File: src/rtl/rs_syn_pkg.sv
package rs_syn_pkg;

    localparam int SYM_W    = 8;
    localparam int NUM_SYN  = 16;
    localparam int CW_BYTES = 204;
    // Low byte of the field polynomial x^8+x^4+x^3+x^2+1
    localparam logic [SYM_W-1:0] FIELD_LOW = 8'h1D;

    typedef logic [SYM_W-1:0] sym_t;

    typedef struct packed {
        logic valid;
        logic sop;
        sym_t data;
    } beat_t;

    typedef enum logic {
        FR_IDLE = 1'b0,
        FR_OPEN = 1'b1
    } frame_st_e;

    // Multiply by alpha (x) with reduction
    function automatic sym_t gf_xtime(input sym_t a);
        return {a[SYM_W-2:0], 1'b0} ^ (a[SYM_W-1] ? FIELD_LOW : '0);
    endfunction

    // Generic product; with one constant operand this folds to an XOR net
    function automatic sym_t gf_mul(input sym_t a, input sym_t b);
        sym_t r;
        sym_t s;
        r = '0;
        s = a;
        for (int k = 0; k < SYM_W; k++) begin
            if (b[k]) r = r ^ s;
            s = gf_xtime(s);
        end
        return r;
    endfunction

    function automatic sym_t gf_alpha_pow(input int e);
        sym_t r;
        r = sym_t'(1);
        for (int k = 0; k < e; k++) r = gf_xtime(r);
        return r;
    endfunction

endpackage

File: src/rtl/rs_syn_frame.sv
module rs_syn_frame
    import rs_syn_pkg::*;
#(
    parameter int CW_LEN = CW_BYTES
) (
    input  logic  clk,
    input  logic  rst,
    input  beat_t beat,
    output logic  take,
    output logic  clear,
    output logic  last
);
    localparam int CNT_W = $clog2(CW_LEN + 1);

    frame_st_e        st_q;
    logic [CNT_W-1:0] cnt_q;
    logic [CNT_W-1:0] cnt_now;

    always_comb begin
        clear   = beat.valid && beat.sop;
        take    = beat.valid && (beat.sop || st_q == FR_OPEN);
        cnt_now = beat.sop ? CNT_W'(1) : cnt_q + CNT_W'(1);
        last    = take && (cnt_now == CNT_W'(CW_LEN));
    end

    always_ff @(posedge clk) begin
        if (rst) begin
            st_q  <= FR_IDLE;
            cnt_q <= '0;
        end else if (take) begin
            if (last) begin
                st_q  <= FR_IDLE;
                cnt_q <= '0;
            end else begin
                st_q  <= FR_OPEN;
                cnt_q <= cnt_now;
            end
        end
    end

endmodule

File: src/rtl/rs_syn_cell.sv
module rs_syn_cell
    import rs_syn_pkg::*;
#(
    parameter int ROOT_EXP = 0
) (
    input  logic clk,
    input  logic rst,
    input  logic take,
    input  logic clear,
    input  sym_t din,
    output sym_t acc_next
);
    localparam sym_t ROOT = gf_alpha_pow(ROOT_EXP);

    sym_t acc_q;

    // Horner step; a start byte seeds the accumulator directly
    always_comb begin
        acc_next = clear ? din : (gf_mul(acc_q, ROOT) ^ din);
    end

    always_ff @(posedge clk) begin
        if (rst)       acc_q <= '0;
        else if (take) acc_q <= acc_next;
    end

endmodule

File: src/rtl/rs_syn_latch.sv
module rs_syn_latch
    import rs_syn_pkg::*;
#(
    parameter int NSYN = NUM_SYN
) (
    input  logic                  clk,
    input  logic                  rst,
    input  logic                  last,
    input  logic [NSYN*SYM_W-1:0] syn_next,
    output logic                  done,
    output logic [NSYN*SYM_W-1:0] syn,
    output logic                  clean
);
    logic all_zero;

    always_comb all_zero = ~|syn_next;

    always_ff @(posedge clk) begin
        if (rst) begin
            done  <= 1'b0;
            syn   <= '0;
            clean <= 1'b0;
        end else begin
            done <= last;
            if (last) begin
                syn   <= syn_next;
                clean <= all_zero;
            end
        end
    end

endmodule

File: src/rtl/rs_syndrome_gen.sv
module rs_syndrome_gen
    import rs_syn_pkg::*;
#(
    parameter int NSYN   = NUM_SYN,
    parameter int CW_LEN = CW_BYTES
) (
    input  logic                  clk,
    input  logic                  rst,
    input  logic                  in_valid,
    input  logic                  in_sop,
    input  logic [SYM_W-1:0]      in_byte,
    output logic                  out_done,
    output logic [NSYN*SYM_W-1:0] out_syn,
    output logic                  out_clean
);
    beat_t                 beat;
    logic                  take;
    logic                  clear;
    logic                  last;
    logic [NSYN*SYM_W-1:0] syn_next;

    always_comb begin
        beat.valid = in_valid;
        beat.sop   = in_sop;
        beat.data  = in_byte;
    end

    rs_syn_frame #(.CW_LEN(CW_LEN)) u_frame (
        .clk  (clk),
        .rst  (rst),
        .beat (beat),
        .take (take),
        .clear(clear),
        .last (last)
    );

    for (genvar gi = 0; gi < NSYN; gi++) begin : g_cell
        rs_syn_cell #(.ROOT_EXP(gi)) u_cell (
            .clk     (clk),
            .rst     (rst),
            .take    (take),
            .clear   (clear),
            .din     (beat.data),
            .acc_next(syn_next[gi*SYM_W +: SYM_W])
        );
    end

    rs_syn_latch #(.NSYN(NSYN)) u_latch (
        .clk     (clk),
        .rst     (rst),
        .last    (last),
        .syn_next(syn_next),
        .done    (out_done),
        .syn     (out_syn),
        .clean   (out_clean)
    );

endmodule

File: config.mk
export PLATFORM = sky130hd
export DESIGN_NAME = rs_syndrome_gen
export DESIGN_NICKNAME = d
export VERILOG_FILES = /design/src/rtl/rs_syn_pkg.sv /design/src/rtl/rs_syn_frame.sv /design/src/rtl/rs_syn_cell.sv /design/src/rtl/rs_syn_latch.sv /design/src/rtl/rs_syndrome_gen.sv
export SDC_FILE = /design/constraint.sdc
export NUM_CORES = 1
export LEC_CHECK = 0
export BUFFER_PORTS_ARGS = -buffer_cell sky130_fd_sc_hd__buf_2
export CAP_MARGIN = 20
export CELL_PAD_IN_SITES_DETAIL_PLACEMENT = 0
export CELL_PAD_IN_SITES_GLOBAL_PLACEMENT = 1
export CORE_AREA = 10 10 202 204
export DETAILED_ROUTE_END_ITERATION = 8
export DIE_AREA = 0 0 212 214
export GPL_ROUTABILITY_DRIVEN = 0
export PLACE_DENSITY_LB_ADDON = 0.1
export SYNTH_ARGS = -nofsm -noshare
export SYNTH_HDL_FRONTEND = slang
export SYNTH_HIERARCHICAL = 1
export SYNTH_SLANG_ARGS = --single-unit
File: constraint.sdc
create_clock -name clk -period 6.5 [get_ports clk]
set_input_delay 0.65 -clock clk [delete_from_list [all_inputs] [get_ports clk]]
set_output_delay 0.65 -clock clk [all_outputs]
set_load 0.03 [all_outputs]
Word-level counts from Yosys, hierarchy flattened. Index checks and enable logic that the tools add are counted.

Add/subtract/negate cells: 1. $mul: 0. Divide/modulo/power cells: 0. Order comparisons: 0. Equal/unequal tests: 1. Shifts and indexed selects: 0. Multiplexer cells: 92. Bitwise gates (word level): 112. Reductions and logical operators: 6.

Operators with widths (number): bitwise XOR 8 bit (112); 2-to-1 mux 5 bit (73); 2-to-1 mux 8 bit (18); OR reduction 128 bit (1); adder 8 x 1 -> 8 bit (second input constant) (1); == test 8 bit (second input constant) (1); logical AND 1 bit (3); logical NOT 1 bit (1); logical OR 1 bit (1); 2-to-1 mux 1 bit (1).

Register bits after elaboration: 267. Bits in latches: 0. Bits in writable memories: 0. Bits in read-only memories: 0. Bits of input ports: 12. Output and inout bits: 130. Word-level logic and storage cells: 233. Memories kept: 0.

Depth between registers and ports, before layout. Gate-level depths: netlist of the first run.

Depth after elaboration: 19. Depth in mapped cells: 12.

Hierarchy. The synthesis of the first run kept the hierarchy.

Modules (own cells, without submodules): rs_syn_latch (times used 1, cells each 464, area an instance 4859.7 um^2, sequential area each 2602.5 um^2); rs_syn_cell (g_cell[10].u_cell) (times used 1, cells each 67, area an instance 645.6 um^2, sequential area each 160.2 um^2); rs_syn_cell (g_cell[15].u_cell) (times used 1, cells each 73, area an instance 640.6 um^2, sequential area each 160.2 um^2); rs_syn_cell (g_cell[9].u_cell) (times used 1, cells each 69, area an instance 636.9 um^2, sequential area each 160.2 um^2); rs_syn_cell (g_cell[13].u_cell) (times used 1, cells each 73, area an instance 631.9 um^2, sequential area each 160.2 um^2); rs_syn_cell (g_cell[14].u_cell) (times used 1, cells each 72, area an instance 606.8 um^2, sequential area each 160.2 um^2); rs_syn_frame (times used 1, cells each 73, area an instance 606.8 um^2, sequential area each 180.2 um^2); rs_syn_cell (g_cell[12].u_cell) (times used 1, cells each 65, area an instance 600.6 um^2, sequential area each 160.2 um^2); rs_syn_cell (g_cell[7].u_cell) (times used 1, cells each 69, area an instance 585.6 um^2, sequential area each 160.2 um^2); rs_syn_cell (g_cell[8].u_cell) (times used 1, cells each 68, area an instance 584.3 um^2, sequential area each 160.2 um^2); rs_syn_cell (g_cell[11].u_cell) (times used 1, cells each 68, area an instance 569.3 um^2, sequential area each 160.2 um^2); rs_syn_cell (g_cell[6].u_cell) (times used 1, cells each 68, area an instance 554.3 um^2, sequential area each 160.2 um^2); rs_syn_cell (g_cell[0].u_cell) (times used 1, cells each 59, area an instance 534.3 um^2, sequential area each 160.2 um^2); rs_syn_cell (g_cell[5].u_cell) (times used 1, cells each 66, area an instance 533.0 um^2, sequential area each 160.2 um^2); 4 more rows.

Worst setup path before layout of the first run. Ideal clock, no wire load.

Path type: in2reg. Start point: input in_valid. End point: register u_latch.clean. Setup time: 58 ps. Data arrival time: 3088 ps. Slack: 3353 ps. Stages: 10. Cells stage by stage: and2_1 -> clkbuf_1 -> nor2b_1 -> mux2_2 -> xor2_1 -> nor4_2 -> nand4_2 -> nor4_2 -> nand3_1 -> nand2_1.

Longest elaborated chain between the ends: 4. Elaborated cells between the ends (all ways): 21. Classes of those cells: mux: 16; reduce/logical: 5.

Ends and longest elaborated chain: start: declaration (line rs_syndrome_gen.sv:9) `input logic in_valid,`; logical AND 1 bit (line rs_syn_frame.sv:20) `clear = beat.valid && beat.sop;`; 2-to-1 mux 8 bit (line rs_syn_cell.sv:19) `acc_next = clear ? din : (gf_mul(acc_q, ROOT) ^ din);`; net syn_next[27] (line rs_syndrome_gen.sv:20) `logic [NSYN*SYM_W-1:0] syn_next;`; OR reduction 128 bit (line rs_syn_latch.sv:16) `always_comb all_zero = ~|syn_next;`; logical NOT 1 bit (line rs_syn_latch.sv:16); end signal: assignment (line rs_syn_latch.sv:27) `clean <= all_zero;`; end: declaration (line rs_syn_latch.sv:12) `output logic clean`.

The timed path passes the listed nets, and every way through them passes these cells. A chain may end at the register's enable or synchronous reset.

Worst setup path in the final report of the first run.
Start point: register u_frame.cnt_q[0]. End point: register u_latch.syn[1].

Longest elaborated chain between the ends: 4.

Ends and longest elaborated chain: start: declaration (line rs_syn_frame.sv:16) `logic [CNT_W-1:0] cnt_q;`; start signal: assignment (line rs_syn_frame.sv:36) `cnt_q <= cnt_now;`; adder 8 x 1 -> 8 bit (line rs_syn_frame.sv:22) `cnt_now = beat.sop ? CNT_W'(1) : cnt_q + CNT_W'(1);`; 2-to-1 mux 8 bit (line rs_syn_frame.sv:22); == test 8 bit (line rs_syn_frame.sv:23) `last = take && (cnt_now == CNT_W'(CW_LEN));`; logical AND 1 bit (line rs_syn_frame.sv:23); net last (line rs_syndrome_gen.sv:19) `logic last;`; end signal: assignment (line rs_syn_latch.sv:26) `syn <= syn_next;`; end: declaration (line rs_syn_latch.sv:11) `output logic [NSYN*SYM_W-1:0] syn,`.

The timed path passes the listed nets, and every way through them passes these cells.

==> results of run 1 <==
==> layer usage <==
metal  GRT usage, %  vias to the layer above
met4          3.812                        0
met1          25.49                     5425
met2          28.57                      214
met5              0                        -
met3          3.055                       39
li1               -                     5600
==> final cells by class <==
class	count	share of cell area, %
antenna	1	0.01524
inverter	26	0.5943
clock inverter	11	0.6552
tap	474	3.611
timing repair buffer	153	5.128
clock buffer	44	5.326
sequential	267	32.55
multi-input combinational	1195	52.12
==> worst register-to-register path, stage by stage, from the launching register on <==
cell      delay, ps
dfxtp_1         430
ha_1            380
and4b_1         250
a311oi_2         70
nor4_4          700
buf_4           500
buf_4           680
mux2i_1         340
nor2_1           60
==> where the power goes <==
part,total [W],internal [W],switching (W)
combinational,0.00110,0.000477,0.000619
sequential,0.00182,0.00171,0.000103
clock,0.00171,0.00101,0.000705
total,0.00462,0.00320,0.00143
==> path summary, 6_finish.rpt <==
| check | from | end | slack [ps] | cells after the start |
|---|---|---|---|---|
| hold / removal | in_sop | u_frame/cnt_q[2] | 440 | 3 |
| hold reg to reg | g_cell[2].u_cell/acc_q[4] | g_cell[2].u_cell/acc_q[4] | 490 | 2 |
| setup reg to reg | u_frame/cnt_q[0] | u_latch/syn[1] | 2950 | 8 |
| setup / recovery | u_frame/cnt_q[0] | u_latch/syn[1] | 2950 | 8 |
==> cells in the mapped netlist (5+ instances only) <==
| cell | n | share of area [%] |
|---|---|---|
| nand2b_1 | 21 | 0.91 |
| nor4_1 | 30 | 1.3 |
| nor2_1 | 349 | 9.0 |
| mux2_2 | 5 | 0.39 |
| inv_1 | 26 | 0.67 |
| or3_1 | 49 | 2.1 |
| a211oi_1 | 9 | 0.47 |
| clkbuf_2 | 5 | 0.17 |
| and2_1 | 11 | 0.47 |
| dfxtp_1 | 267 | 37 |
| o21a_1 | 49 | 2.5 |
| nor3_1 | 7 | 0.24 |
| buf_1 | 12 | 0.31 |
| a311oi_1 | 49 | 3.0 |
| xnor3_1 | 20 | 3.1 |
| a32o_1 | 8 | 0.55 |
| nand4_1 | 8 | 0.35 |
| buf_2 | 13 | 0.45 |
| xor2_2 | 9 | 1.0 |
| o21ai_0 | 62 | 2.1 |
| nor2b_1 | 18 | 0.78 |
| xnor2_1 | 115 | 6.9 |
| buf_4 | 11 | 0.57 |
| xnor3_4 | 7 | 1.3 |
| a21oi_1 | 6 | 0.21 |
| mux2i_1 | 144 | 9.9 |
| nand2_1 | 62 | 1.6 |
| xnor2_2 | 5 | 0.56 |
| or2b_1 | 6 | 0.31 |
| nand3_1 | 8 | 0.28 |
| or2_2 | 5 | 0.22 |
| xor2_1 | 80 | 4.8 |
| clkbuf_1 | 41 | 1.1 |
| nor4_2 | 5 | 0.43 |
==> cell families after synthesis <==
group,after synthesis
AOI/OAI and AO/OA,201
xor gates and xnor gates,244
adders and majority gates,1
buffers and inverters,118
DFF,267
muxes,150
and+or+nand+nor,599
==> state kept, by name, indices dropped and copies added (netlist names) <==
register / count
g_cell.u_cell/acc_q: 128
u_latch/syn: 128
u_frame/cnt_q: 8
u_frame/st_q: 1
u_latch/clean: 1
u_latch/done: 1
==> stage by stage <==
step / util [%] / instance area [um^2] / std cells
2_1_floorplan: - / 14500 / 1580
4_1_cts: 44.32 / 16420 / 2170
6_report: 44.33 / 16420 / 2171
3_3_place_gp: 41.67 / 15440 / 2115
5_1_grt: 44.32 / 16420 / 2170
3_5_place_dp: 41.67 / 15440 / 2115
==> impl_metrics.py, run 1 <==
metrics = {
    "outcome": {
        "status": "completed",
    },
    "setup_path": {
        "worst-path-buf-inv": 2,
        "cp_common_cell": "buf_4",
        "crit_path_cell_trace": "ha_1, and4b_1, a311oi_2, nor4_4, buf_4, buf_4, mux2i_1, nor2_1",
        "cp.arrival_ps": 3980,
        "max_stage_delay_ps": 700,
        "crit_fanout": 43,
        "slowest_stage": "nor4_4",
        "start_kind": "flop",
        "worstSetupPathType": "flop to flop",
        "critical-path-top-delay-family": "buffers and inverters",
        "end_kind": "flop",
        "required_ps": 6920,
    },
    "cts": {
        "post_cts_buffers": 0,
        "numCtsBuffers": 31,
        "hold_buffers": 0,
        "cts_sinks": 267,
        "clockBufferDepth": 3,
        "clk_latency_ps": 560,
        "cts.repair.resized": 0,
        "cts-root-buf": "clkbuf_16",
        "cts_tree": "done",
        "clk_pin_slew_ps": 60,
        "htreeDepth": 1,
    },
    "synth": {
        "synth_compound_area_share_pct": 10.03,
        "ys.flop_type": "dfxtp_1",
        "synth-seq-cells": 267,
        "async_flop_share_pct": 0,
        "synth-xor-area-share_pct": 19.05,
        "yosys.area_share.adder_pct": 0.08627,
        "postSynthCellCount": 1580,
        "synth.yosys.seq_area_share_pct": 36.86,
        "avgSynthCellArea_um2": 9.179,
        "synth_top_family_by_area": "simple AND/OR/NAND/NOR gates",
        "synth_cell_types": 70,
        "synth_mux_area_share_pct": 10.43,
        "yosys_warnings": 6,
        "synth_edf_count": 0,
        "syn_area_um2": 14500,
        "syn_nets": 1593,
        "synth_simple_gate_area_share_pct": 19.35,
    },
    "sta": {
        "fin_crit_ps": 3554,
        "relSlewSlack_pct": 34.37,
        "setup_viol": 0,
        "layout_setup_ws_ps": 2946,
        "setup_tns_ps": 0,
        "skew_ps": 10.22,
        "slew_viol_final": 0,
        "post-route-period-util_pct": 54.68,
        "hold_violations": 0,
        "rsz0062_at_grt": "false",
        "timing.hold.ws_ps": 444.8,
        "max_freq_mhz": 281.4,
        "tightest_slew_ps": 984.4,
    },
    "placement": {
        "dp_hpwl_um": 27610,
        "pre_cts_ws_ps": 2748,
        "io_buffers": 141,
    },
    "layout": {
        "final_cell_mix": "nor2_1, dfxtp_1, mux2i_1",
        "drive_above_1_share_pct": 15.51,
        "layout_commonest_cell": "nor2_1",
        "syn2layout_area_growth_pct": 13.23,
        "nets": 1687,
        "fillers": 3675,
        "multi_input_area_um2": 8559,
        "seq_area_um2": 5345,
    },
    "die": {
        "die_height_um": 214,
        "std_cell_rows": 71,
        "start_util_pct": 39.15,
        "dieArea_um2": 45370,
        "die_width_um": 212,
        "core_area_um2": 37040,
        "ioPinCount": 142,
    },
    "routing": {
        "vias": 11280,
        "top_layer": "met4",
        "drc": 0,
        "drtAntennaViolNets": 0,
        "drt-pass1-iter-count": 5,
        "wl_met2_um": 19200,
        "drt_iter0_markers": 711,
        "wl_met1_um": 20560,
        "drt_wl_total_um": 42330,
        "viasPerCell": 5.195,
        "wl_per_cell_um": 19.50,
        "wl_met3_um": 1999,
    },
    "global_routing": {
        "grt-ovfl-total": 0,
        "antenna_found_initial": 1,
        "grtUsageTotal_pct": 18.18,
        "grt_pass1_vias": 11100,
        "grt_pass1_wl_um": 66340,
        "grt_max_degree": 118,
    },
    "job": {
        "drv_cap": 0,
    },
    "pwr": {
        "p_leak_nw": 6.629,
        "ir_drop_uv": 199.7,
        "power_w": 0.004622,
        "power.density_nw_per_um2": 281.5,
    },
    "worst_hold_path": {
        "min_path_type": "input pin to flop",
    },
}
(Power assumes the default switching activity.)
==> run 2, diff against run 1 <==
- clock period: 6.5 -> 2.9 ns (I/O delays scaled with it)
==> run 2 against run 1 <==
Maximum frequency rose by 33%. Utilization rose by 1.6 points. Die area did not move. Critical path type unchanged.
==> impl_metrics.py, run 2 (synthesis results as in run 1) <==
metrics = {
    "die": {
        "die_width_um": 212,
        "ioPinCount": 142,
        "start_util_pct": 39.15,
        "dieArea_um2": 45370,
        "std_cell_rows": 71,
        "core_area_um2": 37040,
        "die_height_um": 214,
    },
    "sta": {
        "post-route-period-util_pct": 91.94,
        "rsz0062_at_grt": "false",
        "hold_violations": 0,
        "layout_setup_ws_ps": 233.8,
        "slew_viol_final": 0,
        "skew_ps": 11.61,
        "relSlewSlack_pct": 35.35,
        "tightest_slew_ps": 969.7,
        "fin_crit_ps": 2666,
        "setup_viol": 0,
        "max_freq_mhz": 375.1,
    },
    "outcome": {
        "status": "completed",
    },
    "layout": {
        "layout_commonest_cell": "nor2_1",
        "drive_above_1_share_pct": 18.30,
        "syn2layout_area_growth_pct": 17.26,
        "reg.largest.list": "g_cell.u_cell/acc_q x128, u_latch/syn x128, u_frame/cnt_q x8",
        "nets": 1741,
        "final_cell_mix": "nor2_1, dfxtp_1, mux2i_1",
        "diodes": 0,
        "final_area_um2": 17010,
    },
    "global_routing": {
        "grt_pass1_wl_um": 67290,
        "antenna_found_initial": 0,
        "grt_pass1_vias": 11260,
        "grt-ovfl-total": 0,
        "grt_max_degree": 96,
        "grtUsageTotal_pct": 18.50,
    },
    "setup_path": {
        "r2r-end": "u_latch/clean",
        "worstSetupPathType": "flop to flop",
        "required_ps": 3420,
        "critical-path-top-delay-family": "simple AND/OR/NAND/NOR gates",
        "rrSetupSlack_ps": 230,
        "crit_path_cell_trace": "xor3_2, xnor2_1, o21ai_0, nand2_1, nor4_2, buf_4, nand4_2, nor4_2, nand3_1, nand2_1",
        "path_depth": 10,
        "r2r-start": "g_cell[10].u_cell/acc_q[6]",
        "cp.arrival_ps": 3190,
        "worst-path-buf-inv": 1,
        "end_kind": "flop",
        "reg2regPathDepth": 10,
        "max_stage_delay_ps": 490,
        "slowest_stage": "xor3_2",
        "start_kind": "flop",
        "crit_fanout": 3,
    },
    "placement": {
        "placed_cell_area_um2": 15910,
        "dp_hpwl_um": 29300,
        "io_buffers": 141,
        "pre_cts_ws_ps": -176.7,
    },
    "cts": {
        "clk_latency_ps": 580,
        "clockBufferDepth": 3,
        "cts-root-buf": "clkbuf_16",
        "htreeDepth": 1,
        "cts_sinks": 267,
        "post_cts_buffers": 0,
        "clk_pin_slew_ps": 60,
        "numCtsBuffers": 31,
        "cts_tree": "done",
        "hold_buffers": 0,
    },
    "pwr": {
        "power.density_nw_per_um2": 642.9,
        "p_leak_nw": 6.963,
        "power_w": 0.01093,
        "ir_drop_uv": 464.7,
    },
    "routing": {
        "drc": 0,
        "drt-pass1-iter-count": 5,
        "viasPerCell": 5.140,
        "vias": 11430,
        "wl_per_cell_um": 19.30,
        "drt_wl_total_um": 42900,
        "drt_iter0_markers": 599,
        "drtAntennaViolNets": 0,
    },
    "job": {
        "drv_cap": 0,
    },
    "worst_hold_path": {
        "min_path_type": "input pin to flop",
        "whs_endpoint": "u_frame/cnt_q[2]",
        "min_from": "in_sop",
        "worstHoldPathCells": 3,
    },
}
run 2: cell count changes in the layout (fill, tap and decap cells not counted), sizes merged:
cell,previous run,this run
buf,152,206
clkinv,8,4
clkinvlp,1,0
diode,1,0
bufinv,2,6
run 2: what timing repair did:
action                                  4_1_cts  5_1_grt
endpoints found under the hold margin         0        0
endpoints found under the setup margin        0        1
gates resized for setup                       0        3
run 2: worst min-delay path: stages:
cell     delay (ps)
buf_2           140
or3_1           120
a21oi_1          60
run 2: cell type report:
cell class                 count  area [um^2]
clock buffer                  44        884.6
fill                        3579        20040
timing repair buffer         207         1310
clock inverter                10        200.2
tap                          474        593.1
multi-input combinational   1195         8574
sequential                   267         5345
inverter                      26        97.59
run 2: layer usage:
layer / global-route usage [%] / part of all wire (%) / vias up
met5: 0 / 0 / -
met4: 3.596 / 1.3 / 0
met3: 2.821 / 4.5 / 34
met2: 29.06 / 45 / 206
met1: 26.27 / 49 / 5478
li1: - / - / 5709
run 2: metrics by stage:
step / instances / hold slack [ps] / util [%] / TNS, ps
finish: 2223 / 82.12 / 45.90 / 0
global route: 2223 / 98.38 / 45.90 / 0
global placement: 2169 / 467.1 / 42.94 / -123.5
detailed placement: 2169 / 475.1 / 42.94 / -176.7
floorplan: 1580 / 359.1 / - / 0
CTS: 2223 / 51.37 / 45.86 / 0
run 2: worst max path at each step:
| stage | startpoint | end | slack (ps) |
|---|---|---|---|
| after floorplan | in_valid | u_latch/clean | 110 |
| after global placement | in_sop | u_latch/clean | -120 |
| after detailed placement | in_sop | u_latch/clean | -180 |
| after CTS | g_cell[15].u_cell/acc_q[6] | u_latch/clean | 40 |
| after global routing | g_cell[15].u_cell/acc_q[6] | u_latch/clean | 30 |
| final | g_cell[10].u_cell/acc_q[6] | u_latch/clean | 230 |
run 2: report_power, final:
part           total [W]  internal, W  switching (W)
logic            0.00264      0.00117        0.00147
clock network    0.00423      0.00263        0.00161
registers        0.00407      0.00384       0.000225
total             0.0109      0.00764        0.00330
